===== src/rtl/lsu_size_pkg.sv =====
package lsu_size_pkg;

    typedef enum logic [1:0] {
        SZ_BYTE = 2'd0,
        SZ_HALF = 2'd1,
        SZ_WORD = 2'd2,
        SZ_DBL  = 2'd3
    } acc_size_e;

    typedef struct packed {
        acc_size_e size;
        logic      zext;
    } acc_kind_t;

    function automatic acc_kind_t decode_kind(input logic [2:0] code);
        acc_kind_t k;
        k.size = acc_size_e'(code[1:0]);
        k.zext = code[2];
        return k;
    endfunction

    function automatic logic [2:0] align_mask(input acc_size_e sz);
        logic [3:0] span;
        span = 4'd1 << sz;
        return 3'(span - 4'd1);
    endfunction

    function automatic logic off_align(input acc_size_e sz, input logic [2:0] lo);
        return (lo & align_mask(sz)) != 3'd0;
    endfunction

endpackage


===== src/rtl/lsu_agu.sv =====
module lsu_agu #(
    parameter int XLEN  = 64,
    parameter int IMM_W = 12
) (
    input  logic [XLEN-1:0]  base,
    input  logic [IMM_W-1:0] disp,
    output logic [XLEN-1:0]  addr
);
    localparam int FILL_W = XLEN - IMM_W;

    logic [XLEN-1:0] disp_ext;

    always_comb begin
        disp_ext = {{FILL_W{disp[IMM_W-1]}}, disp};
        addr     = base + disp_ext;
    end
endmodule


===== src/rtl/lsu_load_align.sv =====
module lsu_load_align
    import lsu_size_pkg::*;
#(
    parameter int XLEN = 64
) (
    input  logic [XLEN-1:0] rdata,
    input  logic [2:0]      lo,
    input  logic [2:0]      code,
    output logic [XLEN-1:0] result,
    output logic            misaligned
);
    acc_kind_t       kind;
    logic [XLEN-1:0] shifted;
    logic            fill;

    always_comb begin
        kind       = decode_kind(code);
        misaligned = off_align(kind.size, lo);
        shifted    = rdata >> {lo, 3'b000};
        fill       = 1'b0;
        result     = '0;
        unique case (kind.size)
            SZ_BYTE: begin
                fill   = ~kind.zext & shifted[7];
                result = {{(XLEN-8){fill}}, shifted[7:0]};
            end
            SZ_HALF: begin
                fill   = ~kind.zext & shifted[15];
                result = {{(XLEN-16){fill}}, shifted[15:0]};
            end
            SZ_WORD: begin
                fill   = ~kind.zext & shifted[31];
                result = {{(XLEN-32){fill}}, shifted[31:0]};
            end
            default: result = shifted;
        endcase
        if (misaligned) result = '0;
    end
endmodule


===== src/rtl/lsu_store_align.sv =====
module lsu_store_align
    import lsu_size_pkg::*;
#(
    parameter int XLEN = 64
) (
    input  logic [XLEN-1:0]   src,
    input  logic [2:0]        lo,
    input  logic [2:0]        code,
    output logic [XLEN-1:0]   wdata,
    output logic [XLEN/8-1:0] be,
    output logic              misaligned
);
    localparam int LANES = XLEN / 8;

    acc_kind_t  kind;
    logic [3:0] span;
    logic [3:0] first;
    logic [3:0] last_excl;

    always_comb begin
        kind       = decode_kind({1'b0, code[1:0]});
        misaligned = off_align(kind.size, lo);
        span       = 4'd1 << kind.size;
        first      = {1'b0, lo};
        last_excl  = first + span;
        unique case (kind.size)
            SZ_BYTE: wdata = {(XLEN/8){src[7:0]}};
            SZ_HALF: wdata = {(XLEN/16){src[15:0]}};
            SZ_WORD: wdata = {(XLEN/32){src[31:0]}};
            default: wdata = src;
        endcase
    end

    for (genvar g = 0; g < LANES; g++) begin : g_lane
        always_comb begin
            be[g] = ~misaligned && (4'(g) >= first) && (4'(g) < last_excl);
        end
    end
endmodule


===== src/rtl/ls_size_ext_unit.sv =====
module ls_size_ext_unit
    import lsu_size_pkg::*;
#(
    parameter int XLEN  = 64,
    parameter int IMM_W = 12
) (
    input  logic              clk,
    input  logic              rst,
    input  logic [XLEN-1:0]   st_base,
    input  logic [IMM_W-1:0]  st_offset,
    input  logic [2:0]        st_funct3,
    input  logic [XLEN-1:0]   st_src,
    output logic [XLEN-1:0]   st_addr,
    output logic [XLEN-1:0]   st_wdata,
    output logic [XLEN/8-1:0] st_be,
    output logic              st_misaligned,
    input  logic              rsp_valid,
    input  logic [XLEN-1:0]   rsp_rdata,
    input  logic [2:0]        rsp_addr_lo,
    input  logic [2:0]        rsp_funct3,
    output logic              ld_valid,
    output logic [XLEN-1:0]   ld_data,
    output logic              ld_misaligned
);
    logic [XLEN-1:0] ld_next;
    logic            ld_mis_next;

    lsu_agu #(.XLEN(XLEN), .IMM_W(IMM_W)) u_agu (
        .base (st_base),
        .disp (st_offset),
        .addr (st_addr)
    );

    lsu_store_align #(.XLEN(XLEN)) u_st (
        .src        (st_src),
        .lo         (st_addr[2:0]),
        .code       (st_funct3),
        .wdata      (st_wdata),
        .be         (st_be),
        .misaligned (st_misaligned)
    );

    lsu_load_align #(.XLEN(XLEN)) u_ld (
        .rdata      (rsp_rdata),
        .lo         (rsp_addr_lo),
        .code       (rsp_funct3),
        .result     (ld_next),
        .misaligned (ld_mis_next)
    );

    always_ff @(posedge clk) begin
        if (rst) begin
            ld_valid      <= 1'b0;
            ld_data       <= '0;
            ld_misaligned <= 1'b0;
        end else begin
            ld_valid <= rsp_valid;
            if (rsp_valid) begin
                ld_data       <= ld_next;
                ld_misaligned <= ld_mis_next;
            end
        end
    end

    AST_ST_MIS_NO_BE: assert property (@(posedge clk) disable iff (rst)
        st_misaligned |-> st_be == '0);
    AST_ST_BE_COUNT: assert property (@(posedge clk) disable iff (rst)
        !st_misaligned |-> $countones(st_be) == (1 << st_funct3[1:0]));
    AST_LD_VALID_RISE: assert property (@(posedge clk) disable iff (rst)
        rsp_valid |=> ld_valid);
    AST_LD_VALID_FALL: assert property (@(posedge clk) disable iff (rst)
        !rsp_valid |=> !ld_valid);
    AST_LD_HOLD: assert property (@(posedge clk) disable iff (rst)
        !rsp_valid |=> $stable(ld_data) && $stable(ld_misaligned));
    AST_LD_MIS_ZERO: assert property (@(posedge clk) disable iff (rst)
        ld_misaligned |-> ld_data == '0);
    AST_LD_SEXT_BYTE: assert property (@(posedge clk) disable iff (rst)
        (rsp_valid && rsp_funct3 == 3'b000)
        |=> (ld_data[XLEN-1:8] == '0) || (ld_data[XLEN-1:7] == '1));
    AST_LD_ZEXT_WORD: assert property (@(posedge clk) disable iff (rst)
        (rsp_valid && rsp_funct3 == 3'b110) |=> ld_data[XLEN-1:32] == '0);
endmodule


===== config.mk =====
export PLATFORM = sky130hd
export DESIGN_NAME = ls_size_ext_unit
export DESIGN_NICKNAME = d
export VERILOG_FILES = /design/src/rtl/lsu_size_pkg.sv /design/src/rtl/lsu_agu.sv /design/src/rtl/lsu_load_align.sv /design/src/rtl/lsu_store_align.sv /design/src/rtl/ls_size_ext_unit.sv
export SDC_FILE = /design/constraint.sdc
export NUM_CORES = 1
export LEC_CHECK = 0
export BUFFER_PORTS_ARGS = -buffer_cell sky130_fd_sc_hd__buf_4
export CAP_MARGIN = 30
export CORE_MARGIN = 8
export CORE_UTILIZATION = 25
export DETAILED_ROUTE_END_ITERATION = 6
export PLACE_DENSITY_LB_ADDON = 0.12
export SKIP_CTS_REPAIR_TIMING = 1
export SYNTH_ARGS = -nofsm -noshare
export SYNTH_HDL_FRONTEND = slang
export SYNTH_SLANG_ARGS = --single-unit

===== constraint.sdc =====
create_clock -name clk -period 6.7 [get_ports clk]
set_input_delay 1.005 -clock clk [delete_from_list [all_inputs] [get_ports clk]]
set_output_delay 1.005 -clock clk [all_outputs]
set_load 0.005 [all_outputs]

[After elaboration in Yosys (flattened, before gate mapping)]
Cells that the tools add are included.
Word-level totals
  output and inout bits: 203
  register bits: 66
  logic and storage cells: 60
  input bits: 216
Operators by class
  bitwise operators: 7
  add/subtract/negate cells: 4
  reductions and logical operators: 20
  eq/ne operators: 4
  shift-type cells: 3
  order comparisons: 16
  mux-type cells: 3
Operator list (number)
  one-hot mux 64 bit (3 select lines): 2
  adder 64 bit: 1
  2-to-1 mux 64 bit: 1
  >> shifter 64 x 6 -> 64 bit: 1
  logical AND 1 bit: 16
  < comparator 3 x 4 -> 1 bit, first input constant: 4
  >= comparator 3 bit, first input constant: 4
  < comparator 1 x 4 -> 1 bit, first input constant: 2
  < comparator 2 x 4 -> 1 bit, first input constant: 2
  bitwise AND 3 bit: 2
  >= comparator 1 x 3 -> 1 bit, first input constant: 2
  >= comparator 2 x 3 -> 1 bit, first input constant: 2
  nonzero test 3 bit: 2
  subtractor 3 x 1 -> 3 bit, second input constant: 2
  adder 3 x 4 -> 4 bit: 1
  == test 2 x 1 -> 1 bit, second input constant: 2
  == test 2 bit, second input constant: 2
  zero test 2 bit: 2
  << shifter 1 x 2 -> 4 bit, first input constant: 1
  bitwise AND 1 bit: 3
  << shifter 1 x 2 -> 3 bit, first input constant: 1
  NOT 1 bit: 2

[Longest topological paths before layout]
Gate-level depths: netlist of run 1.
  depth after elaboration: 7
  gate-level depth with buffers: 11
  mapped depth without buffers: 11

[By module]
A second synthesis of run 1 with hierarchy kept.
Unflattened totals
  cell total of the unflattened synthesis: 1301
  area, all modules: 9988.3 um2
Modules (own cells, without submodules)
  lsu_agu: instances 1, sequential area each 0.0 um2, cells an instance 579, area each 3902.5 um2
  lsu_load_align: instances 1, sequential area each 0.0 um2, cells an instance 337, area each 2389.8 um2
  ls_size_ext_unit: instances 1, sequential area each 1321.3 um2, cells an instance 212, area each 2377.3 um2
  lsu_store_align: instances 1, sequential area each 0.0 um2, cells an instance 173, area each 1318.8 um2

[Least setup slack after synthesis of run 1]
Ideal clock, no wire load.
  kind: input-to-output
  start: in st_funct3[0]
  end: out st_be[6]
  path slack: 2006 ps
  arrival time: 3689 ps
  cell stages on the path: 11
  buffers on the path: 3
  required time: 5695 ps
  cell sequence: clkbuf_1 > buf_1 > clkbuf_1 > nor2b_1 > ha_1 > a21o_1 > a21oi_1 > xnor2_1 > nor2b_1 > or2_2 > a311oi_1
Between the ends
  longest elaborated chain between the ends: 7
  elaborated cells between the ends (all ways): 9
  those cells by class: 2 x add/sub; 1 x order compare; 1 x shift; 2 x bitwise; 3 x reduce/logical
RTL lines
  start, declared: line ls_size_ext_unit.sv:11  | input logic [2:0] st_funct3,
  << shifter 1 x 2 -> 4 bit *: line lsu_store_align.sv:23  | span = 4'd1 << kind.size;
  branches (longest 5 deep; another with adder 3 x 4 -> 4 bit)
  logical AND 1 bit *: line lsu_store_align.sv:36  | be[g] = ~misaligned && (4'(g) >= first) && (4'(g) < last_excl);
  end, declared: line ls_size_ext_unit.sv:15  | output logic [XLEN/8-1:0] st_be,
Every way passes the cells marked *.

[Worst setup path after layout of run 1]
  start: in st_base[3]
  end: out st_addr[51]
Between the ends
  longest elaborated chain between the ends: 1
RTL lines
  start, declared: line ls_size_ext_unit.sv:9  | input logic [XLEN-1:0] st_base,
  adder 64 bit: line lsu_agu.sv:15  | addr = base + disp_ext;
  end, declared: line ls_size_ext_unit.sv:13  | output logic [XLEN-1:0] st_addr,
Every way passes these cells.

==> run metrics, run 1 <==
unique cell type count in the Yosys netlist=70; Final Max Tran Viols=0; Cells after Synth=between 1,000 and 1,500; worst hold start=ld_data[58]; Tcrit/Tclk final=79.6%; CP Launch Type=primary input; DP Worst Slack=1380 ps; Achievable Freq=approximately 190 MHz; Worst R2R Start=ld_data[11]; Peak VDD IR=~0.12 mV; largest net degree at the start of global routing=67; r2r endpoint=ld_data[11]; Slew @ Worst Pin=781 ps; Hold Path Depth=2; syn_area_per_cell=7.20 um2; per-cell routed wire length=20.1 um; H-Tree Depth=3; Layout Skew=0 ps; dpl hpwl=34.3 mm; Max clock buf depth=2; max_cap viols=0; required time of the critical path=5690 ps; Routed Antenna Nets=0; most common cell after layout, fill and taps aside=buf_4; die width=207 um; design area=12,800 um2; Final Hold Vio Count=0; fin crit period=5330 ps; Yosys Warn Count=0; fin nets=around 1,900; Worst EP arrival=4320 ps; DP Area=12,500 um2; Mapped Area=9080 um2; Seq/Total Area, Yosys=14.5%; Vias/cell=5.10; syn nets=1,547; Lkg Pwr=0.00584 uW; share of cells above drive strength 1=32.5%; final WL=41.7 mm; core area=36,200 um2; TritonCTS buffer count=9; depth of the worst register-to-register path=2; EDFF count, synth=0; clk root buf=clkbuf_16; Seq cells post-synth=66; worst-path fanout max=5; Final TNS setup=0 ps; Buffers on Ports=around 420; drt first pass iters=5; status=completed; most frequent cells in the layout=425 x buf_4, 196 x a21oi_1, 126 x nand2_1, 115 x nor2_1, 104 x o21ai_0; vias in the first global route=10,759; Final WS setup=about 1400 ps; height of the die=slightly above 200 um; Vias=10,604; initial antenna violation count=2; CTS clock-pin slew for the worst setup and hold paths=60 ps; RSZ-0062 raised after global routing=no; Congestion Overflow GR=0; Pwr per Cell Area=158 nW/um2; Final setup viols=0; num ports=approximately 420; clk_lat worst skew=340 ps; Slew headroom=a little under half; Hold EP=ld_data[58]; Sink Count=66; Cell Rows=70; synthesis-to-layout area growth=41.2%; Initial Util=between 20 and 30%; CTS tree=yes; Async SR Flop Fraction=0%; flop2flop setup slack=5980 ps; CP Class=in -> out; min-delay worst type=reg -> reg; DR DRC count=0; CP Capture Type=output port; die area=42,700 um2; Post-synth top flop=dfxtp_1; first-pass GRT wire length=approximately 64 mm; Placer Congestion=0.816; Iter 0 DRT Violations=490; GRT Util Overall=18.8%
==> per-stage QoR <==
| stage | util (%) | instances | total power [uW] | hold WS (ps) |
|---|---|---|---|---|
| 3_5_place_dp | 34.5 | 2061 | 1500 | 454 |
| 4_1_cts | 35.4 | 2077 | 2040 | 465 |
| 3_3_place_gp | 34.5 | 2061 | 1500 | 453 |
| 6_report | 35.5 | 2080 | 2020 | 462 |
| 5_1_grt | 35.5 | 2080 | 2160 | 478 |
| 2_1_floorplan | - | 1262 | 993 | 458 |
==> worst max-delay path, stage by stage <==
cell	delay, ps
buf_4	110
ha_1	400
o211ai_1	160
o211ai_1	340
a21boi_1	210
o311ai_0	610
a31o_2	350
a21oi_1	160
o31ai_2	400
a21oi_1	140
xnor2_1	270
buf_4	170
==> cell usage after synthesis (3+ instances only) <==
cell / n / share of area [%]
a211oi_1: 26 / 2.1
nor2_1: 115 / 4.8
buf_1: 10 / 0.41
and3_1: 6 / 0.41
xor2_1: 23 / 2.2
nand2b_1: 3 / 0.21
a21boi_0: 4 / 0.33
nand4_1: 18 / 1.2
or2_2: 4 / 0.28
dfxtp_1: 66 / 15
a31o_2: 4 / 0.39
buf_2: 13 / 0.72
inv_1: 44 / 1.8
a21o_1: 30 / 2.5
mux2i_1: 67 / 7.4
a21oi_1: 197 / 11
nor2b_1: 17 / 1.2
mux2_2: 44 / 5.5
o211ai_1: 7 / 0.58
buf_4: 8 / 0.66
nor3_1: 11 / 0.61
o22ai_1: 10 / 0.69
o21a_1: 10 / 0.83
and2_1: 6 / 0.41
mux4_2: 15 / 3.7
o31ai_1: 7 / 0.58
nor4_1: 3 / 0.21
o21ai_0: 104 / 5.7
o21bai_1: 14 / 1.2
ha_1: 67 / 9.2
xnor2_1: 39 / 3.8
nand3_1: 14 / 0.77
a22oi_1: 19 / 1.6
nand2_1: 126 / 5.2
clkbuf_1: 62 / 2.6
a31oi_1: 6 / 0.41
==> registers in the layout, summed over array words and instances, names as in the netlist <==
register / count
ld_data: 64
ld_misaligned: 1
ld_valid: 1
==> metal layers <==
metal | up-vias | track usage [%] | wire length [um]
met1 | 4905 | 24.5 | 18500
met3 | 32 | 5.52 | 3500
met4 | 0 | 4.32 | 693
li1 | 5315 | - | -
met2 | 352 | 30.4 | 19000
met5 | - | 0 | 0
==> worst max path at each step <==
| stage | cells past startpoint | to | startpoint | slack (ps) |
|---|---|---|---|---|
| global placement | 12 | st_addr[59] | st_offset[11] | 1390 |
| detailed placement | 12 | st_addr[59] | st_offset[11] | 1380 |
| floorplan | 11 | st_be[6] | st_funct3[0] | 2010 |
| global route | 12 | st_addr[51] | st_base[3] | 1140 |
| finish | 12 | st_addr[51] | st_base[3] | 1370 |
| CTS | 12 | st_addr[59] | st_offset[11] | 1380 |
==> kinds of logic after synthesis <==
group | Yosys count | share of synthesized area, %
buffers and inverters | 138 | 6.23
DFF | 66 | 14.5
adders and majority gates | 69 | 9.67
AOI/OAI and AO/OA | 464 | 30.4
xor gates and xnor gates | 62 | 5.98
and+or+nand+nor | 337 | 16.6
muxes | 126 | 16.6
==> cell type report <==
| class | count | area [um2] |
|---|---|---|
| Fill cell | 3904 | 23300 |
| Multi-Input combinational cell | 1058 | 7200 |
| Inverter | 44 | 165 |
| Clock buffer | 10 | 239 |
| Clock inverter | 6 | 90.1 |
| Antenna cell | 2 | 5.00 |
| Sequential cell | 66 | 1320 |
| Timing Repair Buffer | 426 | 3220 |
| Tap cell | 468 | 586 |
==> where the power goes <==
| part | internal (uW) | switching (uW) |
|---|---|---|
| Sequential | 408 | 8.95 |
| Combinational | 517 | 558 |
| Clock | 336 | 193 |
| Total | 1260 | 759 |
Power figures use the tool's default switching activity.
==> run 2: changes to the inputs <==
==> constraint.sdc (replaced) <==
create_clock -name clk -period 4.7 [get_ports clk]
set_input_delay 0.705 -clock clk [delete_from_list [all_inputs] [get_ports clk]]
set_output_delay 0.705 -clock clk [all_outputs]
set_load 0.005 [all_outputs]
==> run 2 against run 1 <==
Clock skew stayed put; flip-flop and latch count stayed put; sequential power is 42% higher; global-route usage is 0.11 points lower; largest power group unchanged; utilization is 0.27 points higher; cell area is 0.75% higher; the flow now finishes with violations (design-rule violations); clock-buffer cell count stayed put; via count is 0.27% lower; non-clock buffer count is 14 higher; worst hold slack worse by 1.8 ps.
==> run metrics, run 2 (same netlist as run 1, synthesis figures left out) <==
status=complete, but fails checks (was completed); failing checks=design-rule violations; CP Capture Type=output port (unchanged); share of cells above drive strength 1=33.3% (was 32.5%); Lkg Pwr=0.00589 uW (was 0.00584 uW); number of flip-flops in the largest register=64 (unchanged); clk root buf=clkbuf_16 (unchanged); Final Hold Vio Count=0 (unchanged); drt first pass iters=7 (was 5); Top reg by flops=ld_data (unchanged); die area=42,700 um2 (unchanged); worst hold start=ld_data[48] (was ld_data[58]); Final setup viols=0 (unchanged); RSZ-0062 raised after global routing=no (unchanged); final WL=41.8 mm (was 41.7 mm); worst-path fanout max=5 (unchanged); Placer Congestion=0.825 (was 0.816); Logic pwr share=53.6% (was 53.2%); GRT Util Overall=18.7% (was 18.8%); max_cap viols=0 (unchanged); Slowest-stage cell, CP=fa_1 (was o311ai_0); Sw Share=37.4% (was 37.6%); Slew @ Worst Pin=973 ps (was 781 ps); most common cell after layout, fill and taps aside=buf_4 (unchanged); Psw=1080 uW (was 759 uW); Max stage delay on crit path=430 ps (was 610 ps); depth of the worst register-to-register path=2 (unchanged); most frequent cells in the layout=439 x buf_4, 195 x a21oi_1, 126 x nand2_1, 115 x nor2_1, 104 x o21ai_0 (was 425 x buf_4, 196 x a21oi_1, 126 x nand2_1, 115 x nor2_1, 104 x o21ai_0); CP most frequent cell=buf_4; r2r endpoint=ld_data[3] (was ld_data[11]); design area=12,900 um2 (was 12,800 um2); Peak VDD IR=0.154 mV (was 0.123 mV); Initial Util=25.1% (unchanged); Layout Skew=0 ps (unchanged); dpl hpwl=34.5 mm (was 34.3 mm); die width=207 um (unchanged); Hold EP=ld_data[48] (was ld_data[58]); P_int=1810 uW (was 1260 uW); Worst R2R Start=ld_data[3] (was ld_data[11]); power share of the clock group=25.8% (was 26.2%); Vias/cell=5.05 (was 5.10); Congestion Overflow GR=0 (unchanged); Max clock buf depth=2 (unchanged); min-delay worst type=reg -> reg (unchanged); Regs by FF count=ld_data (64), ld_misaligned (1), ld_valid (1) (unchanged); CTS tree=yes (unchanged); H-Tree Depth=3 (unchanged); synthesis-to-layout area growth=42.3% (was 41.2%); Sink Count=66 (unchanged); core area=36,200 um2 (unchanged); flop2flop setup slack=3980 ps (was 5980 ps); CTS clock-pin slew for the worst setup and hold paths=50 ps (was 60 ps); vias in the first global route=10,632 (was 10,759); Achievable Freq=224 MHz; Tcrit/Tclk final=94.8%; Iter 0 DRT Violations=554 (was 490); Pwr per Cell Area=224 nW/um2 (was 158 nW/um2); Buffers on Ports=417 (unchanged); Final Max Tran Viols=0 (unchanged); initial antenna violation count=1 (was 2); required time of the critical path=3990 ps (was 5690 ps); Hold Path Depth=2 (unchanged); CP Launch Type=primary input (unchanged); first-pass GRT wire length=63.0 mm (was 63.6 mm); per-cell routed wire length=20.0 um (was 20.1 um); Setup crit start=st_base[0] (was st_base[3]); CP cell instances=buf_4 -> ha_1 -> fa_1 -> a21o_2 -> a31oi_2 -> and4bb_2 -> or3b_4 -> o21ai_0 -> buf_4 -> a221oi_2 -> a21oi_2 -> o21ai_1 -> xor2_1 -> buf_4 (was buf_4 -> ha_1 -> o211ai_1 -> o211ai_1 -> a21boi_1 -> o311ai_0 -> a31o_2 -> a21oi_1 -> o31ai_2 -> a21oi_1 -> xnor2_1 -> buf_4); TritonCTS buffer count=9 (unchanged); CP Class=in -> out (unchanged); largest net degree at the start of global routing=80 (was 67); DR DRC count=1 (was 0); clk_lat worst skew=340 ps (about the same); Routed Antenna Nets=0 (unchanged); fin crit period=4460 ps; DP Area=12,600 um2 (was 12,500 um2); Cell Rows=70 (unchanged); Vias=10,575 (was 10,604); height of the die=207 um (unchanged); Flop pwr share=20.5% (was 20.6%); Final TNS setup=0 ps (unchanged); num ports=419 (unchanged); Worst EP arrival=3750 ps (was 4320 ps); fin nets=1,904 (was 1,890); Slew headroom=35.2% (was 47.7%)
==> run 2: per-stage QoR <==
stage | hold WS, ps | cells | utilization (%) | worst slack (ps) | power [uW]
6_report | 461 | 2093 | 35.7 | 244 | 2890
3_5_place_dp | 454 | 2076 | 34.8 | 133 | 2160
4_1_cts | 466 | 2092 | 35.7 | 129 | 2920
3_3_place_gp | 450 | 2076 | 34.8 | 155 | 2160
5_1_grt | 476 | 2093 | 35.7 | 6.62 | 3090
2_1_floorplan | 458 | 1262 | - | 606 | 1420
==> run 2: power groups by stage <==
| stage | Clock, uW | Combinational (uW) | Sequential (uW) |
|---|---|---|---|
| final | 746 | 1550 | 594 |
| after global routing | 791 | 1700 | 596 |
| after detailed placement | 0 | 1550 | 606 |
| after CTS | 765 | 1560 | 594 |
| after floorplan | 0 | 810 | 605 |
| after global placement | 0 | 1560 | 606 |
==> run 2: worst max path at each step <==
stage,endpoint,cells past startpoint
2_1_floorplan,st_be[6],11
3_3_place_gp,st_addr[56],14
3_5_place_dp,st_addr[56],14
4_1_cts,st_addr[56],14
5_1_grt,st_addr[63],13
6_report,st_addr[56],14
==> run 2: worst max-delay path: cells and delay by family <==
kind                     cells  cell delay [ps]
AO/OA/AOI/OAI                6             1100
adder cells (fa/ha/maj)      2              670
XOR/XNOR                     1              150
AND/OR/NAND/NOR              2              700
buffers and inverters        3              420
==> run 2: metal layers <==
layer	vias up	GRT usage [%]	wire length [um]
met3	16	5.29	3410
met5	-	0	0
met1	4921	24.7	18700
met2	319	31.0	19500
li1	5319	-	-
met4	0	1.82	192
==> run 2: cell type report <==
| cell class | count | area, um2 |
|---|---|---|
| multi-input cells | 1058 | 7210 |
| fillers | 3995 | 23300 |
| clock inverters | 6 | 90.1 |
| well taps | 468 | 586 |
| diodes | 1 | 2.50 |
| clock buffers | 10 | 239 |
| repair buffers | 440 | 3310 |
| inverters | 44 | 165 |
| flip-flops and latches | 66 | 1320 |
